[src/rtl/ldpc_bf_pkg.sv]
package ldpc_bf_pkg;
   typedef enum logic {
      ST_IDLE = 1'b0,
      ST_RUN  = 1'b1
   } dec_state_e;
endpackage

[src/rtl/ldpc_bf_syndrome.sv]
module ldpc_bf_syndrome #(
   parameter int N = 10,
   parameter int M = 5,
   parameter logic [M-1:0][N-1:0] H_ROWS = '0
) (
   input  logic [N-1:0] word,
   output logic [M-1:0] syn
);
   for (genvar r = 0; r < M; r++) begin : g_row
      assign syn[r] = ^(word & H_ROWS[r]);
   end
endmodule

[src/rtl/ldpc_bf_flip.sv]
module ldpc_bf_flip #(
   parameter int N = 10,
   parameter int M = 5,
   parameter logic [M-1:0][N-1:0] H_ROWS = '0
) (
   input  logic [M-1:0] syn,
   output logic [N-1:0] flip_mask
);
   localparam int CNT_W = $clog2(M + 1);

   logic [N-1:0][CNT_W-1:0] score;
   logic [CNT_W-1:0]        top_score;

   for (genvar j = 0; j < N; j++) begin : g_score
      always_comb begin
         score[j] = '0;
         for (int r = 0; r < M; r++) begin
            score[j] = score[j] + CNT_W'(H_ROWS[r][j] & syn[r]);
         end
      end
   end

   always_comb begin
      top_score = '0;
      for (int j = 0; j < N; j++) begin
         if (score[j] > top_score) top_score = score[j];
      end
   end

   for (genvar j = 0; j < N; j++) begin : g_mask
      assign flip_mask[j] = (top_score != '0) && (score[j] == top_score);
   end
endmodule

[src/rtl/ldpc_bf_ctrl.sv]
module ldpc_bf_ctrl
   import ldpc_bf_pkg::*;
#(
   parameter int MAX_ITER = 8
) (
   input  logic clk,
   input  logic rst,
   input  logic in_valid,
   input  logic syn_zero,
   output logic accept,
   output logic flip_en,
   output logic finish,
   output logic give_up,
   output logic first_pass
);
   localparam int ITER_W = $clog2(MAX_ITER + 1);
   localparam logic [ITER_W-1:0] ITER_LAST = ITER_W'(MAX_ITER);

   dec_state_e        state;
   logic [ITER_W-1:0] iter;
   logic              running;
   logic              at_limit;

   assign running    = (state == ST_RUN);
   assign at_limit   = (iter == ITER_LAST);
   assign accept     = in_valid && (state == ST_IDLE);
   assign finish     = running && (syn_zero || at_limit);
   assign give_up    = running && !syn_zero && at_limit;
   assign flip_en    = running && !syn_zero && !at_limit;
   assign first_pass = (iter == '0);

   always_ff @(posedge clk) begin
      if (rst) begin
         state <= ST_IDLE;
         iter  <= '0;
      end else if (accept) begin
         state <= ST_RUN;
         iter  <= '0;
      end else if (finish) begin
         state <= ST_IDLE;
      end else if (flip_en) begin
         iter <= iter + 1'b1;
      end
   end
endmodule

[src/rtl/ldpc_bf_decoder.sv]
module ldpc_bf_decoder #(
   parameter int N        = 10,
   parameter int M        = 5,
   parameter int K        = 5,
   parameter int MAX_ITER = 8,
   parameter logic [M-1:0][N-1:0] H_ROWS =
      {10'h348, 10'h2A4, 10'h192, 10'h071, 10'h00F}
) (
   input  logic         clk,
   input  logic         rst,
   input  logic         in_valid,
   input  logic [N-1:0] in_word,
   output logic         out_valid,
   output logic [N-1:0] out_word,
   output logic [K-1:0] out_msg,
   output logic         out_clean,
   output logic         out_uncorr
);
   if (K < 1 || K > N) begin : g_bad_k
      $error("K must lie in 1..N");
   end
   if (M < 1 || M >= N) begin : g_bad_m
      $error("M must lie in 1..N-1");
   end
   if (MAX_ITER < 1) begin : g_bad_iter
      $error("MAX_ITER must be at least 1");
   end

   logic [N-1:0] cur_word;
   logic [M-1:0] cur_syn;
   logic [N-1:0] flip_mask;
   logic         syn_zero;
   logic         accept, flip_en, finish, give_up, first_pass;

   assign syn_zero = (cur_syn == '0);

   ldpc_bf_syndrome #(.N(N), .M(M), .H_ROWS(H_ROWS)) u_syn (
      .word (cur_word),
      .syn  (cur_syn)
   );

   ldpc_bf_flip #(.N(N), .M(M), .H_ROWS(H_ROWS)) u_flip (
      .syn       (cur_syn),
      .flip_mask (flip_mask)
   );

   ldpc_bf_ctrl #(.MAX_ITER(MAX_ITER)) u_ctrl (
      .clk        (clk),
      .rst        (rst),
      .in_valid   (in_valid),
      .syn_zero   (syn_zero),
      .accept     (accept),
      .flip_en    (flip_en),
      .finish     (finish),
      .give_up    (give_up),
      .first_pass (first_pass)
   );

   always_ff @(posedge clk) begin
      if (rst) begin
         cur_word <= '0;
      end else if (accept) begin
         cur_word <= in_word;
      end else if (flip_en) begin
         cur_word <= cur_word ^ flip_mask;
      end
   end

   always_ff @(posedge clk) begin
      if (rst) begin
         out_valid  <= 1'b0;
         out_word   <= '0;
         out_msg    <= '0;
         out_clean  <= 1'b0;
         out_uncorr <= 1'b0;
      end else begin
         out_valid <= finish;
         if (finish) begin
            out_word   <= cur_word;
            out_msg    <= cur_word[N-1 -: K];
            out_clean  <= syn_zero && first_pass;
            out_uncorr <= give_up;
         end
      end
   end
endmodule

[config.mk]
export PLATFORM = sky130hd
export DESIGN_NAME = ldpc_bf_decoder
export DESIGN_NICKNAME = d
export VERILOG_FILES = /design/src/rtl/ldpc_bf_pkg.sv /design/src/rtl/ldpc_bf_syndrome.sv /design/src/rtl/ldpc_bf_flip.sv /design/src/rtl/ldpc_bf_ctrl.sv /design/src/rtl/ldpc_bf_decoder.sv
export SDC_FILE = /design/constraint.sdc
export NUM_CORES = 1
export LEC_CHECK = 0
export CAP_MARGIN = 0
export CORE_ASPECT_RATIO = 1.1
export CORE_MARGIN = 2
export CORE_UTILIZATION = 28
export DETAILED_ROUTE_END_ITERATION = 16
export DONT_BUFFER_PORTS = 1
export GPL_TIMING_DRIVEN = 0
export HOLD_SLACK_MARGIN = 0.15
export PLACE_DENSITY = 0.52
export SYNTH_ARGS = -nofsm -noshare
export SYNTH_HDL_FRONTEND = slang
export SYNTH_SLANG_ARGS = --single-unit
[constraint.sdc]
create_clock -name clk -period 12.34 [get_ports clk]
set_clock_uncertainty 0.15 [all_clocks]
set_input_delay 0.617 -clock clk [delete_from_list [all_inputs] [get_ports clk]]
set_output_delay 0.617 -clock clk [all_outputs]
set_load 0.005 [all_outputs]
# [After elaboration in Yosys (flattened, before gate mapping)]
# Index checks and enable logic that the tools add are counted.
[word_totals] input_bits=13 word_cells=88 output_inout_bits=18 regBits=33
[classes] eq_ne=11 magnitude_cmp=10 bitwise_logic=3 n_addsub=11 muxes=14 reduce_logical=31
[op_table] op="$reduce_xor 10->1" n=5
[op_table] op="$mux 3" n=9
[op_table] op="$add 1x1->2" n=10
[op_table] op="$mux 10" n=2
[op_table] op="$gt 3x3->1" n=6
[op_table] op="$logic_and 1x1->1" n=16
[op_table] op="$eq 2x3->1" n=5
[op_table] op="$eq 3x3->1" n=5
[op_table] op="$xor 10x10->10" n=1
[op_table] op="$gt 2x3->1" n=3
[op_table] op="$logic_not 5->1" n=1
[op_table] op="$add 4x1->4 const B" n=1
[op_table] op="$eq 4x4->1 const B" n=1
[op_table] op="$logic_not 4->1" n=1
[op_table] op="$reduce_bool 2->1" n=2
[op_table] op="$gt 3x1->1 const B" n=1
[op_table] op="$reduce_bool 3->1" n=1
[op_table] op="$logic_not 1->1" n=2
[op_table] op="$mux 1" n=2
[op_table] op="$mux 2" n=1
[op_table] op="$not 1->1" n=2
[op_table] op="$reduce_and 2->1" n=1
[op_table] op="$reduce_or 2->1" n=1
[op_table] op="$logic_or 1x1->1" n=1

# [Logic depth before layout (Yosys ltp)]
# Gate-level depths: netlist of run 1.
[depth] ltp_word=27 depth_mapped=49 mapped_depth_nobuf=48

# [By module]
# From an unflattened synthesis of run 1, not the netlist that was laid out.
[unflattened] hier_cells=319 hier_area_um2=2803.9
[modules_own_cells] mod="ldpc_bf_flip" seq_area_each_um2=0.0 area_per_inst_um2=1295.0 cells_per_inst=157 n_inst=1
[modules_own_cells] mod="ldpc_bf_decoder" seq_area_each_um2=460.4 area_per_inst_um2=1077.3 cells_per_inst=114 n_inst=1
[modules_own_cells] mod="ldpc_bf_ctrl" seq_area_each_um2=100.1 area_per_inst_um2=300.3 cells_per_inst=33 n_inst=1
[modules_own_cells] mod="ldpc_bf_syndrome" seq_area_each_um2=0.0 area_per_inst_um2=131.4 cells_per_inst=15 n_inst=1

# [Worst setup path after synthesis of run 1]
# OpenSTA, ideal clock, no wires.
[synth_timing] kind="flip-flop to flip-flop" from="reg cur_word[8]" to="reg cur_word[2]" setup_slack_ns=3.828 synth_period_minus_slack_ns=8.512 setup_time_ns=0.091 required_time_ns=12.099 arrival_time_ns=8.271 path_buffers=0 path_stages_with_launch=45 cell_sequence="dfxtp_1 xor2_1 xnor2_1 ha_1 mux2_4 ha_1 o21bai_1 and3_2 nor2_1 ha_1 nand2b_1 and2_1 o31ai_1 ha_1 inv_1 o22ai_4 o311ai_4 o21a_1 (+9 left out) o311ai_0 ha_1 inv_1 o22ai_1 o311a_1 a21oi_1 ha_1 inv_1 o22a_1 a22o_2 ha_1 nor2b_1 a2bb2oi_1 o31ai_1 a211oi_4 a32oi_1 or3_1 a311oi_1"
[synth_between] elab_chain_cells=25 word_cells_on_any_way=38 cone_classes="7 x add/sub; 9 x order compare; 1 x eq/ne; 11 x mux; 1 x bitwise; 9 x reduce/logical"
[synth_lines] element="start, declared" line_no="ldpc_bf_decoder.sv:29" rtl="logic [N-1:0] cur_word;"
[synth_lines] element="start signal, assigned" line_no="ldpc_bf_decoder.sv:63" rtl="cur_word <= in_word;"
[synth_lines] element="start signal, assigned" line_no="ldpc_bf_decoder.sv:65" rtl="cur_word <= cur_word ^ flip_mask;"
[synth_lines] element="$reduce_xor 10->1" line_no="ldpc_bf_syndrome.sv:10" rtl="assign syn[r] = ^(word & H_ROWS[r]);"
[synth_lines] element="$add 1x1->2" line_no="ldpc_bf_flip.sv:18" rtl="score[j] = score[j] + CNT_W'(H_ROWS[r][j] & syn[r]);"
[synth_lines] element="$gt 3x3->1" line_no="ldpc_bf_flip.sv:26" rtl="if (score[j] > top_score) top_score = score[j];"
[synth_lines] element="$mux 3" line_no="ldpc_bf_flip.sv:26"
[synth_lines] element="$gt 3x3->1" line_no="ldpc_bf_flip.sv:26"
[synth_lines] element="$mux 3" line_no="ldpc_bf_flip.sv:26"
[synth_lines] element="$gt 3x3->1" line_no="ldpc_bf_flip.sv:26"
[synth_lines] element="$mux 3" line_no="ldpc_bf_flip.sv:26"
[synth_lines] element="(+9 left out)"
[synth_lines] element="$mux 3" line_no="ldpc_bf_flip.sv:26"
[synth_lines] element="$gt 2x3->1" line_no="ldpc_bf_flip.sv:26"
[synth_lines] element="$mux 3" line_no="ldpc_bf_flip.sv:26"
[synth_lines] element="$eq 3x3->1 / $reduce_bool 3->1 (equally long branches)" line_no="ldpc_bf_flip.sv:31" rtl="assign flip_mask[j] = (top_score != '0) && (score[j] == top_score);"
[synth_lines] element="$logic_and 1x1->1" line_no="ldpc_bf_flip.sv:31"
[synth_lines] element="$xor 10x10->10" line_no="ldpc_bf_decoder.sv:65"
[synth_lines] element="$mux 10" line_no="ldpc_bf_decoder.sv:64" rtl="end else if (flip_en) begin"
[synth_lines] element="$mux 10" line_no="ldpc_bf_decoder.sv:62" rtl="end else if (accept) begin"
# Several ways; a longest one is shown, not always the timed one. The select of a mux whose other input is x is not followed.
# A chain may end at the register's enable or synchronous reset.

# [Final worst setup path of run 1]
[layout_timing] from="reg cur_word[8]" to="reg cur_word[3]"
# Same word-level chain as after synthesis.

==> results of run 1 <==
==> per-layer routing <==
| metal | global-route usage (%) | up-vias | share of wire, % |
|---|---|---|---|
| li1 | - | 1033 | - |
| met1 | 15.3 | 915 | 46 |
| met2 | 21.6 | 32 | 49 |
| met3 | 2.10 | 6 | 4.0 |
| met4 | 3.68 | 2 | 1.3 |
| met5 | 0 | - | 0.20 |
==> metrics by stage <==
stage | utilization (%) | setup WS [ns]
finish | 30.8 | 2.73
global route | 30.8 | 1.81
CTS | 30.8 | 2.67
detailed placement | 30.3 | 2.72
global placement | 30.3 | 2.82
floorplan | - | 3.83
==> how the worst max path moves through the flow <==
stage	from	to	slack (ns)	depth (start not counted)
2_1_floorplan	cur_word[8]$_SDFFE_PP0P_	cur_word[2]$_SDFFE_PP0P_	3.83	44
3_3_place_gp	cur_word[8]$_SDFFE_PP0P_	cur_word[5]$_SDFFE_PP0P_	2.82	44
3_5_place_dp	cur_word[8]$_SDFFE_PP0P_	cur_word[3]$_SDFFE_PP0P_	2.72	44
4_1_cts	cur_word[8]$_SDFFE_PP0P_	cur_word[3]$_SDFFE_PP0P_	2.67	44
5_1_grt	cur_word[8]$_SDFFE_PP0P_	cur_word[3]$_SDFFE_PP0P_	1.81	44
6_report	cur_word[8]$_SDFFE_PP0P_	cur_word[3]$_SDFFE_PP0P_	2.73	44
==> cell families (layout without fill, tap and decap cells) <==
kind of cell               count (synthesis)  in the layout
DFF                                       28             28
buffers and inverters                     47             50
adders and majority gates                 40             40
xor gates and xnor gates                  28             28
and+or+nand+nor                           78             78
AOI/OAI and AO/OA                         60             60
muxes                                     15             15
==> flip-flops by register name, summed over array words and instances, names as in the netlist <==
| name | flops |
|---|---|
| out_uncorr | 1 |
| out_word | 10 |
| u_ctrl.iter | 4 |
| out_valid | 1 |
| u_ctrl.running | 1 |
| cur_word | 10 |
| out_clean | 1 |
==> layout make-up <==
class	count	area, um2	share of cell area [%]
inverter	31	116	4.30
tap	114	143	5.28
multi-input combinational	221	1760	65.1
clock buffer	3	41.3	1.53
sequential	28	561	20.7
buffer	16	82.6	3.05
==> layout by cell type (no fill, tap or decap), drive strengths merged, types with 2 or more instances in the layout <==
master | netlist | layout
ha | 40 | 40
nor2 | 34 | 34
inv | 31 | 31
dfxtp | 28 | 28
xnor2 | 18 | 18
mux2i | 14 | 14
o21ai | 11 | 11
clkbuf | 8 | 11
xor2 | 10 | 10
nand3 | 8 | 8
a21oi | 8 | 8
buf | 8 | 8
nand2 | 7 | 7
nor3 | 6 | 6
nor2b | 5 | 5
a32oi | 5 | 5
or3 | 5 | 5
a311oi | 5 | 5
a211oi | 5 | 5
nand2b | 4 | 4
o22ai | 4 | 4
o21bai | 3 | 3
and2 | 2 | 2
o31ai | 2 | 2
or4 | 2 | 2
a21o | 2 | 2
a32o | 2 | 2
a31oi | 2 | 2
and3 | 2 | 2
o311ai | 2 | 2
==> worst max-delay path: cells and delay by family (launching register included) <==
| kind | cells | cell delay, ns |
|---|---|---|
| DFF | 1 | 0.38 |
| AOI/OAI and AO/OA | 20 | 4.38 |
| muxes | 1 | 0.29 |
| buffers and inverters | 4 | 0.17 |
| and+or+nand+nor | 8 | 1.20 |
| adders and majority gates | 9 | 2.17 |
| xor gates and xnor gates | 2 | 0.74 |
==> cells in the mapped netlist (4+ instances only) <==
cell type | instances | area [um2]
o21ai_0 | 11 | 55.1
ha_1 | 40 | 500
xnor2_1 | 18 | 158
nor2_1 | 34 | 128
clkbuf_1 | 8 | 30.0
nor2b_1 | 5 | 31.3
nor3_1 | 6 | 30.0
mux2i_1 | 14 | 140
nand2_1 | 7 | 26.3
or3_1 | 5 | 31.3
dfxtp_1 | 28 | 561
nand2b_1 | 4 | 25.0
xor2_1 | 10 | 87.6
buf_4 | 6 | 45.0
a311oi_1 | 5 | 43.8
inv_1 | 31 | 116
a32oi_1 | 5 | 43.8
nand3_1 | 8 | 40.0
a211oi_1 | 4 | 30.0
a21oi_1 | 7 | 35.0
==> impl_metrics.csv, run 1 <==
group,metric,value,unit
cells_and_area,syn_to_final_growth,7.30,%
synth,ys_types,49,
synth,syn-cell-area,0.00252,mm2
cts,h-tree-depth,1,
synth,synth_top_family_by_area,"adder cells",
cells_and_area,drive_above_1_share,5.35,%
sta,setup_violations,0,
sta,setup-tns-final,0,ns
floorplanning,placementRows,36,
placed_design,numPortBuffers,0,
cells_and_area,final_cell_area,0.00270,mm2
synth,synth_fa_ha_area_share,19.9,%
setup_path,reg2reg_to,"cur_word[3]$_SDFFE_PP0P_",
min_path,hold_class,"in2reg",
synth,ys_ff_latch,28,
cts,postCtsSetupBuffers,0,
synth,synth-compound-area-share,19.2,%
cells_and_area,fillCellCount,931,
synth,synthSimpleGateAreaFrac,14.9,%
synth,postSynthAreaPerCell,8.51,um2
synth,ys.flop_type,"dfxtp_1",
setup_path,cp-start-kind,"register",
cts,cts.path.max_buffers,2,
cells_and_area,fin_cells,413,
floorplanning,die_w,94.5,um
cells_and_area,final_nets,354,
routing,antenna_left,0,
setup_path,crit_type,"reg2reg",
cts,postCtsHoldBufs,0,
sta,rsz0062_at_grt,"false",
min_path,holdPathStages,2,
setup_path,cp.required,12.37,ns
routing,wire_per_inst,13.5,um
cts,cts_resized,0,
synth,postSynthCellCount,296,
placed_design,place_congestion,0.752,
floorplanning,die_y,103,um
sta,relSlewSlack,56.6,%
grt,grt_usage,12.2,%
sta,fin_crit_sh,77.9,%
floorplanning,initial_utilization,28.7,%
grt,grt_pass1_vias,1897,
cts,cts.reportedPaths.clkPinSlew,0.09,ns
cts,clk_latency,0.27,ns
setup_path,worstReg2RegStart,"cur_word[8]$_SDFFE_PP0P_",
synth,ys_async_sr_fraction,0,%
grt,grt_start_max_net_pins,15,
min_path,hp-start,"in_word[3]",
floorplanning,io-pin-count,31,
routing,vias_per_cell,4.81,
placed_design,dpl_cell_area,0.00266,mm2
setup_path,crit_slowest_cell,"xnor2_1",
synth,yosysWarningCount,0,
sta,hold_violations,0,
sta,fmax,104,MHz
sta,fin_crit,9.61,ns
setup_path,cp_max_fo,7,
run,drv_cap,0,
run_status,status,"finished clean",
cells_and_area,diodes,0,
sta,drv_slew,0,
setup_path,cp.arrival,9.64,ns
placed_design,hpwl,4580,um
routing,dr.pass1.iters,4,
synth,syn-num-nets,349,
cts,numCtsBuffers,3,
routing,drtIter0Drc,70,
floorplanning,fp.dieArea,0.00978,mm2
placed_design,placed_cells,410,
routing,routed_wl,5590,um
cts,cts_sinks,28,
synth,yosys-mux-area-fraction,6.16,%
setup_path,critPathCaptureType,"register",
floorplanning,coreArea,0.00878,mm2
grt,grt_pass1_wl,9440,um
routing,drc,0,
synth,synth_seq_area_share,22.2,%
grt,antenna_found_initial,1,
cts,cts_tree,"done",
sta,whs,0.382,ns
setup_path,reg2reg_slack,2.73,ns
cts,root_buffer,"clkbuf_8",
min_path,whs_endpoint,"cur_word[3]$_SDFFE_PP0P_",
setup_path,cpMostUsedCell,"ha_1",
sta,tightest_slew,0.647,ns
synth,synth_edf_count,0,
setup_path,cpPeakStageDelay,0.55,ns
synth,synth_xor_area_share,9.73,%
routing,num_vias,1988,
grt,overflow,0,
setup_path,reg2reg_depth,44,
Power of run 1 is not shown: default switching activity piles up to over one toggle a cycle in this logic, so the estimate is an artifact.
==> inputs of run 2 (changes only) <==
PLACE_DENSITY = 0.54   (was 0.52)
clock period = 8.17 ns   (was 12.34 ns; I/O delays follow)
==> run 2 against run 1 <==
- the flow now finishes with violations (negative setup slack)
- routed wire length increased by 9.4%
- critical path type unchanged
- register-to-register slack got worse by 2.9 ns
- sequential share of layout area decreased by 3.9 points
- largest cell class unchanged
- first-iteration DRC count decreased by 29%
- sequential cell count unchanged
- clock-buffer cell count unchanged
- cell count increased by 9.7%
- non-clock buffer count increased by 39
- setup slack got worse by 2.9 ns
- highest routed layer is now met4
- die area unchanged
- fmax increased by 15%
==> impl_metrics.csv, run 2 (synthesis results as in run 1) <==
group,metric,value,unit
setup_path,reg2reg_to,"cur_word[5]$_SDFFE_PP0P_",
setup_path,cpMostUsedCell,"ha_1",
setup_path,crit_type,"reg2reg",
setup_path,crit_end,"cur_word[5]$_SDFFE_PP0P_",
cts,clk_latency,0.28,ns
floorplanning,io-pin-count,31,
setup_path,reg2reg_slack,-0.15,ns
setup_path,cp_top_family,"compound AO/OA/AOI/OAI gates",
placed_design,place_congestion,0.750,
sta,tightest_slew,0.610,ns
routing,drtIter0Drc,50,
grt,grt_start_max_net_pins,17,
setup_path,cpPeakStageDelay,0.39,ns
setup_path,reg2reg_depth,47,
sta,setup_violations,8,
setup_path,crit_start,"cur_word[1]$_SDFFE_PP0P_",
sta,layout_setup_ws,-0.150,ns
grt,grt_pass1_vias,2134,
cts,cts_tree,"done",
cts,numCtsBuffers,3,
cells_and_area,syn_to_final_growth,37.3,%
sta,rsz0062_at_grt,"true",
floorplanning,initial_utilization,28.7,%
routing,num_vias,2180,
cells_and_area,diodes,0,
sta,relSlewSlack,59.3,%
cts,root_buffer,"clkbuf_8",
grt,grt_usage,13.2,%
grt,antenna_found_initial,0,
floorplanning,die_y,103,um
cells_and_area,mostFrequentLayoutCells,"buf_4, ha_1, nor2_1, inv_1, dfxtp_1",
setup_path,crit_buf_inv,6,
setup_path,cp_max_fo,6,
run_status,status,"finished, violations left",
grt,grt_pass1_wl,10300,um
cells_and_area,multi_input_area,0.00215,mm2
cts,h-tree-depth,1,
sta,hold_violations,0,
setup_path,cp-start-kind,"register",
cells_and_area,reg_top3,"cur_word (10), out_word (10), u_ctrl.iter (4)",
cts,cts.reportedPaths.clkPinSlew,0.10,ns
routing,antenna_left,0,
routing,wire_per_inst,13.5,um
run,drv_cap,0,
setup_path,critPathCaptureType,"register",
cells_and_area,mostFrequentLayoutCell,"buf_4",
floorplanning,placementRows,36,
placed_design,numPortBuffers,0,
setup_path,cp.required,8.21,ns
cells_and_area,ff_latch_area,583,um2
run_status,violations,"negative setup slack",
routing,dr.pass1.iters,3,
floorplanning,coreArea,0.00878,mm2
routing,vias_per_cell,4.81,
cells_and_area,final_nets,393,
cts,cts_sinks,28,
routing,routed_wl,6110,um
setup_path,path_depth,47,
sta,drv_slew,0,
setup_path,cp.arrival,8.36,ns
min_path,hold_class,"in2reg",
sta,fin_crit,8.32,ns
setup_path,crit_slowest_cell,"dfxtp_4",
floorplanning,die_w,94.5,um
cts,cts.path.max_buffers,2,
setup_path,worstReg2RegStart,"cur_word[1]$_SDFFE_PP0P_",
placed_design,hpwl,4600,um
routing,drc,0,
sta,fmax,120,MHz
grt,overflow,0,
sta,whs,0.161,ns
cells_and_area,drive_above_1_share,33.6,%
floorplanning,fp.dieArea,0.00978,mm2
cells_and_area,fillCellCount,895,
sta,fin_crit_sh,102,%
## run 2: cell types whose count changed in the layout (fill, tap and decap cells not counted), sizes merged
cell         change
buf             +35
dlygate4sd3      +4
bufinv           +1
## run 2: stage by stage
step | util [%] | TNS [ns] | setup WS (ns) | area, um2 | cells
6_report | 39.4 | -0.850 | -0.150 | 3460 | 453
2_1_floorplan | - | 0 | 0.000465 | 2610 | 296
3_3_place_gp | 31.4 | -6.11 | -0.766 | 2750 | 410
3_5_place_dp | 31.4 | -7.45 | -0.897 | 2750 | 410
4_1_cts | 38.0 | -0.402 | -0.121 | 3340 | 447
5_1_grt | 39.4 | -5.76 | -0.684 | 3460 | 453
## run 2: how the worst min path moves through the flow
| stage | depth (start not counted) | from | endpoint |
|---|---|---|---|
| 2_1_floorplan | 2 | out_word[2]$_SDFFE_PP0P_ | out_word[2]$_SDFFE_PP0P_ |
| 3_3_place_gp | 2 | out_word[0]$_SDFFE_PP0P_ | out_word[0]$_SDFFE_PP0P_ |
| 3_5_place_dp | 2 | out_word[4]$_SDFFE_PP0P_ | out_word[4]$_SDFFE_PP0P_ |
| 4_1_cts | 2 | in_word[3] | cur_word[3]$_SDFFE_PP0P_ |
| 5_1_grt | 2 | in_word[3] | cur_word[3]$_SDFFE_PP0P_ |
| 6_report | 2 | in_word[3] | cur_word[3]$_SDFFE_PP0P_ |
## run 2: repair_timing
| item | 4_1_cts | 5_1_grt |
|---|---|---|
| hold endpoints to repair | 4 | 0 |
| pin swaps | 37 | 33 |
| setup endpoints to repair | 10 | 10 |
| resized for setup | 53 | 19 |
| buffers inserted | 30 | 6 |
| hold buffers | 4 | 0 |
## run 2: final cells by class
| cell class | instances | share of cell area (%) |
|---|---|---|
| tap | 114 | 4.12 |
| inverter | 31 | 3.36 |
| timing repair buffer | 39 | 9.07 |
| buffer | 16 | 2.49 |
| clock buffer | 3 | 1.19 |
| clock inverter | 1 | 0.868 |
| sequential | 28 | 16.8 |
| multi-input combinational | 221 | 62.0 |
## run 2: metal layers
metal	global-route usage, %	up-vias	wire [um]
li1	-	1115	-
met1	16.0	1030	2670
met2	25.0	26	3230
met3	0.870	9	81
met4	3.79	0	128
met5	0	-	0
## run 2: worst reg2reg max path: cells and delay by family, from the launching register on
family / cells / cell delay [ns]
fa+ha+maj: 9 / 2.30
flops: 1 / 0.39
buf+inv: 6 / 0.48
mux: 1 / 0.30
simple gates: 9 / 1.06
xor+xnor: 2 / 0.42
compound gates: 20 / 3.15
Power of run 2 is left out for the same reason.
==> inputs of run 3 (changes only) <==
PLACE_DENSITY = 0.52   (was 0.54)
clock period = 9.75 ns   (was 8.17 ns; I/O delays follow)
==> run 3 against run 2 <==
- the run now ends clean
- critical path type unchanged
- non-clock buffer count fell by 32
- design area fell by 18%
- setup slack improved by 0.88 ns
- via count fell by 6.3%
- routed wire length fell by 7.3%
- sequential share of layout area rose by 3.3 points
- highest routed layer is now met5
- hold slack improved by 0.083 ns
- register-to-register slack improved by 0.88 ns
- core utilization fell by 7.2 points
==> impl_metrics.csv, run 3 (synthesis results as in run 1) <==
group,metric,value,unit
run_status,status,"finished clean",
grt,overflow,0,
floorplanning,placementRows,36,
routing,wire_per_inst,13.5,um
grt,antenna_found_initial,1,
setup_path,cp.arrival,9.04,ns
cts,cts.path.max_buffers,2,
sta,fin_crit_sh,92.5,%
grt,grt_pass1_vias,1897,
cts,cts_sinks,28,
cells_and_area,mostFrequentLayoutCell,"ha_1",
floorplanning,fp.dieArea,0.00978,mm2
sta,tightest_slew,0.601,ns
floorplanning,die_y,103,um
setup_path,critPathCaptureType,"register",
setup_path,cpMostUsedCell,"ha_1",
sta,relSlewSlack,59.9,%
sta,fmax,111,MHz
setup_path,cpPeakStageDelay,0.43,ns
cells_and_area,ff_latch_area,571,um2
sta,setup_violations,0,
cells_and_area,mostFrequentLayoutCells,"ha_1, nor2_1, inv_1, dfxtp_1",
setup_path,crit_slowest_cell,"dfxtp_1",
grt,grt_usage,12.2,%
routing,vias_per_cell,4.86,
cells_and_area,syn_to_final_growth,12.2,%
sta,hold_violations,0,
cells_and_area,diodes,0,
cells_and_area,final_nets,361,
setup_path,cp-start-kind,"register",
placed_design,place_congestion,0.752,
routing,antenna_left,0,
cells_and_area,drive_above_1_share,13.1,%
placed_design,hpwl,4580,um
routing,drc,0,
grt,grt_start_max_net_pins,15,
cells_and_area,fillCellCount,924,
sta,fin_crit,9.01,ns
run,drv_cap,0,
grt,grt_pass1_wl,9440,um
setup_path,crit_buf_inv,5,
cells_and_area,multi_input_area,0.00182,mm2
cts,clk_latency,0.27,ns
routing,drtIter0Drc,63,
routing,num_vias,2042,
floorplanning,coreArea,0.00878,mm2
routing,dr.pass1.iters,4,
cts,cts.reportedPaths.clkPinSlew,0.09,ns
cts,cts_tree,"done",
setup_path,cp_max_fo,7,
placed_design,numPortBuffers,0,
sta,setup-tns-final,0,ns
floorplanning,die_w,94.5,um
min_path,hold_class,"in2reg",
setup_path,cp.required,9.77,ns
sta,drv_slew,0,
cts,root_buffer,"clkbuf_8",
floorplanning,io-pin-count,31,
setup_path,crit_type,"reg2reg",
cts,h-tree-depth,1,
cells_and_area,reg_top3,"cur_word (10), out_word (10), u_ctrl.iter (4)",
cts,numCtsBuffers,3,
setup_path,cp_top_family,"compound AO/OA/AOI/OAI gates",
sta,rsz0062_at_grt,"false",
floorplanning,initial_utilization,28.7,%
routing,routed_wl,5670,um
## run 3: cell types whose count changed in the layout (fill, tap and decap cells not counted), sizes merged
| cell | change |
|---|---|
| dlygate4sd3 | -4 |
| buf | -28 |
| bufinv | -1 |
## run 3: stage by stage
stage	utilization, %	std cells	setup WS [ns]	hold WS, ns	instance area, um2
after floorplan	-	296	1.24	0.339	2520
after global placement	30.3	410	0.229	0.360	2660
after detailed placement	30.3	410	0.131	0.374	2660
after CTS	30.8	413	0.0771	0.244	2700
after global routing	32.2	420	0.0169	0.253	2830
final	32.2	420	0.735	0.244	2830
## run 3: cell type report
type                    instances  share of cell area (%)
inverters                      31                    4.12
flip-flops and latches         28                    20.2
clock buffers                   3                    1.46
repair buffers                  7                    1.86
well taps                     114                    5.05
multi-input cells             221                    64.4
plain buffers                  16                    2.92
## run 3: path summary, 6_finish.rpt
path         cells past startpoint                      from                       end  slack (ns)
max                             45  cur_word[1]$_SDFFE_PP0P_  cur_word[3]$_SDFFE_PP0P_        0.74
max reg2reg                     45  cur_word[1]$_SDFFE_PP0P_  cur_word[3]$_SDFFE_PP0P_        0.74
min reg2reg                      2    out_clean$_SDFFE_PP0P_    out_clean$_SDFFE_PP0P_        0.40
min                              2                in_word[3]  cur_word[3]$_SDFFE_PP0P_        0.24
## run 3: worst register-to-register path: cells and delay by family (launching register included)
kind	cells	cell delay [ns]
xor gates and xnor gates	2	0.47
adders and majority gates	9	2.13
and+or+nand+nor	8	1.33
DFF	1	0.43
buffers and inverters	5	0.36
AOI/OAI and AO/OA	20	3.72
muxes	1	0.29
## run 3: routing by layer
| metal | vias up | track usage, % | wire length [um] |
|---|---|---|---|
| met5 | - | 0 | 11 |
| met4 | 2 | 3.68 | 68 |
| met3 | 6 | 2.10 | 225 |
| met2 | 34 | 21.6 | 2780 |
| met1 | 946 | 15.3 | 2580 |
| li1 | 1054 | - | - |
## run 3: timing repair
item                       CTS  global route
resized for setup            0            17
hold buffers                 0             0
setup endpoints to repair    0             9
buffers inserted             0             7
Power of run 3 is left out for the same reason.
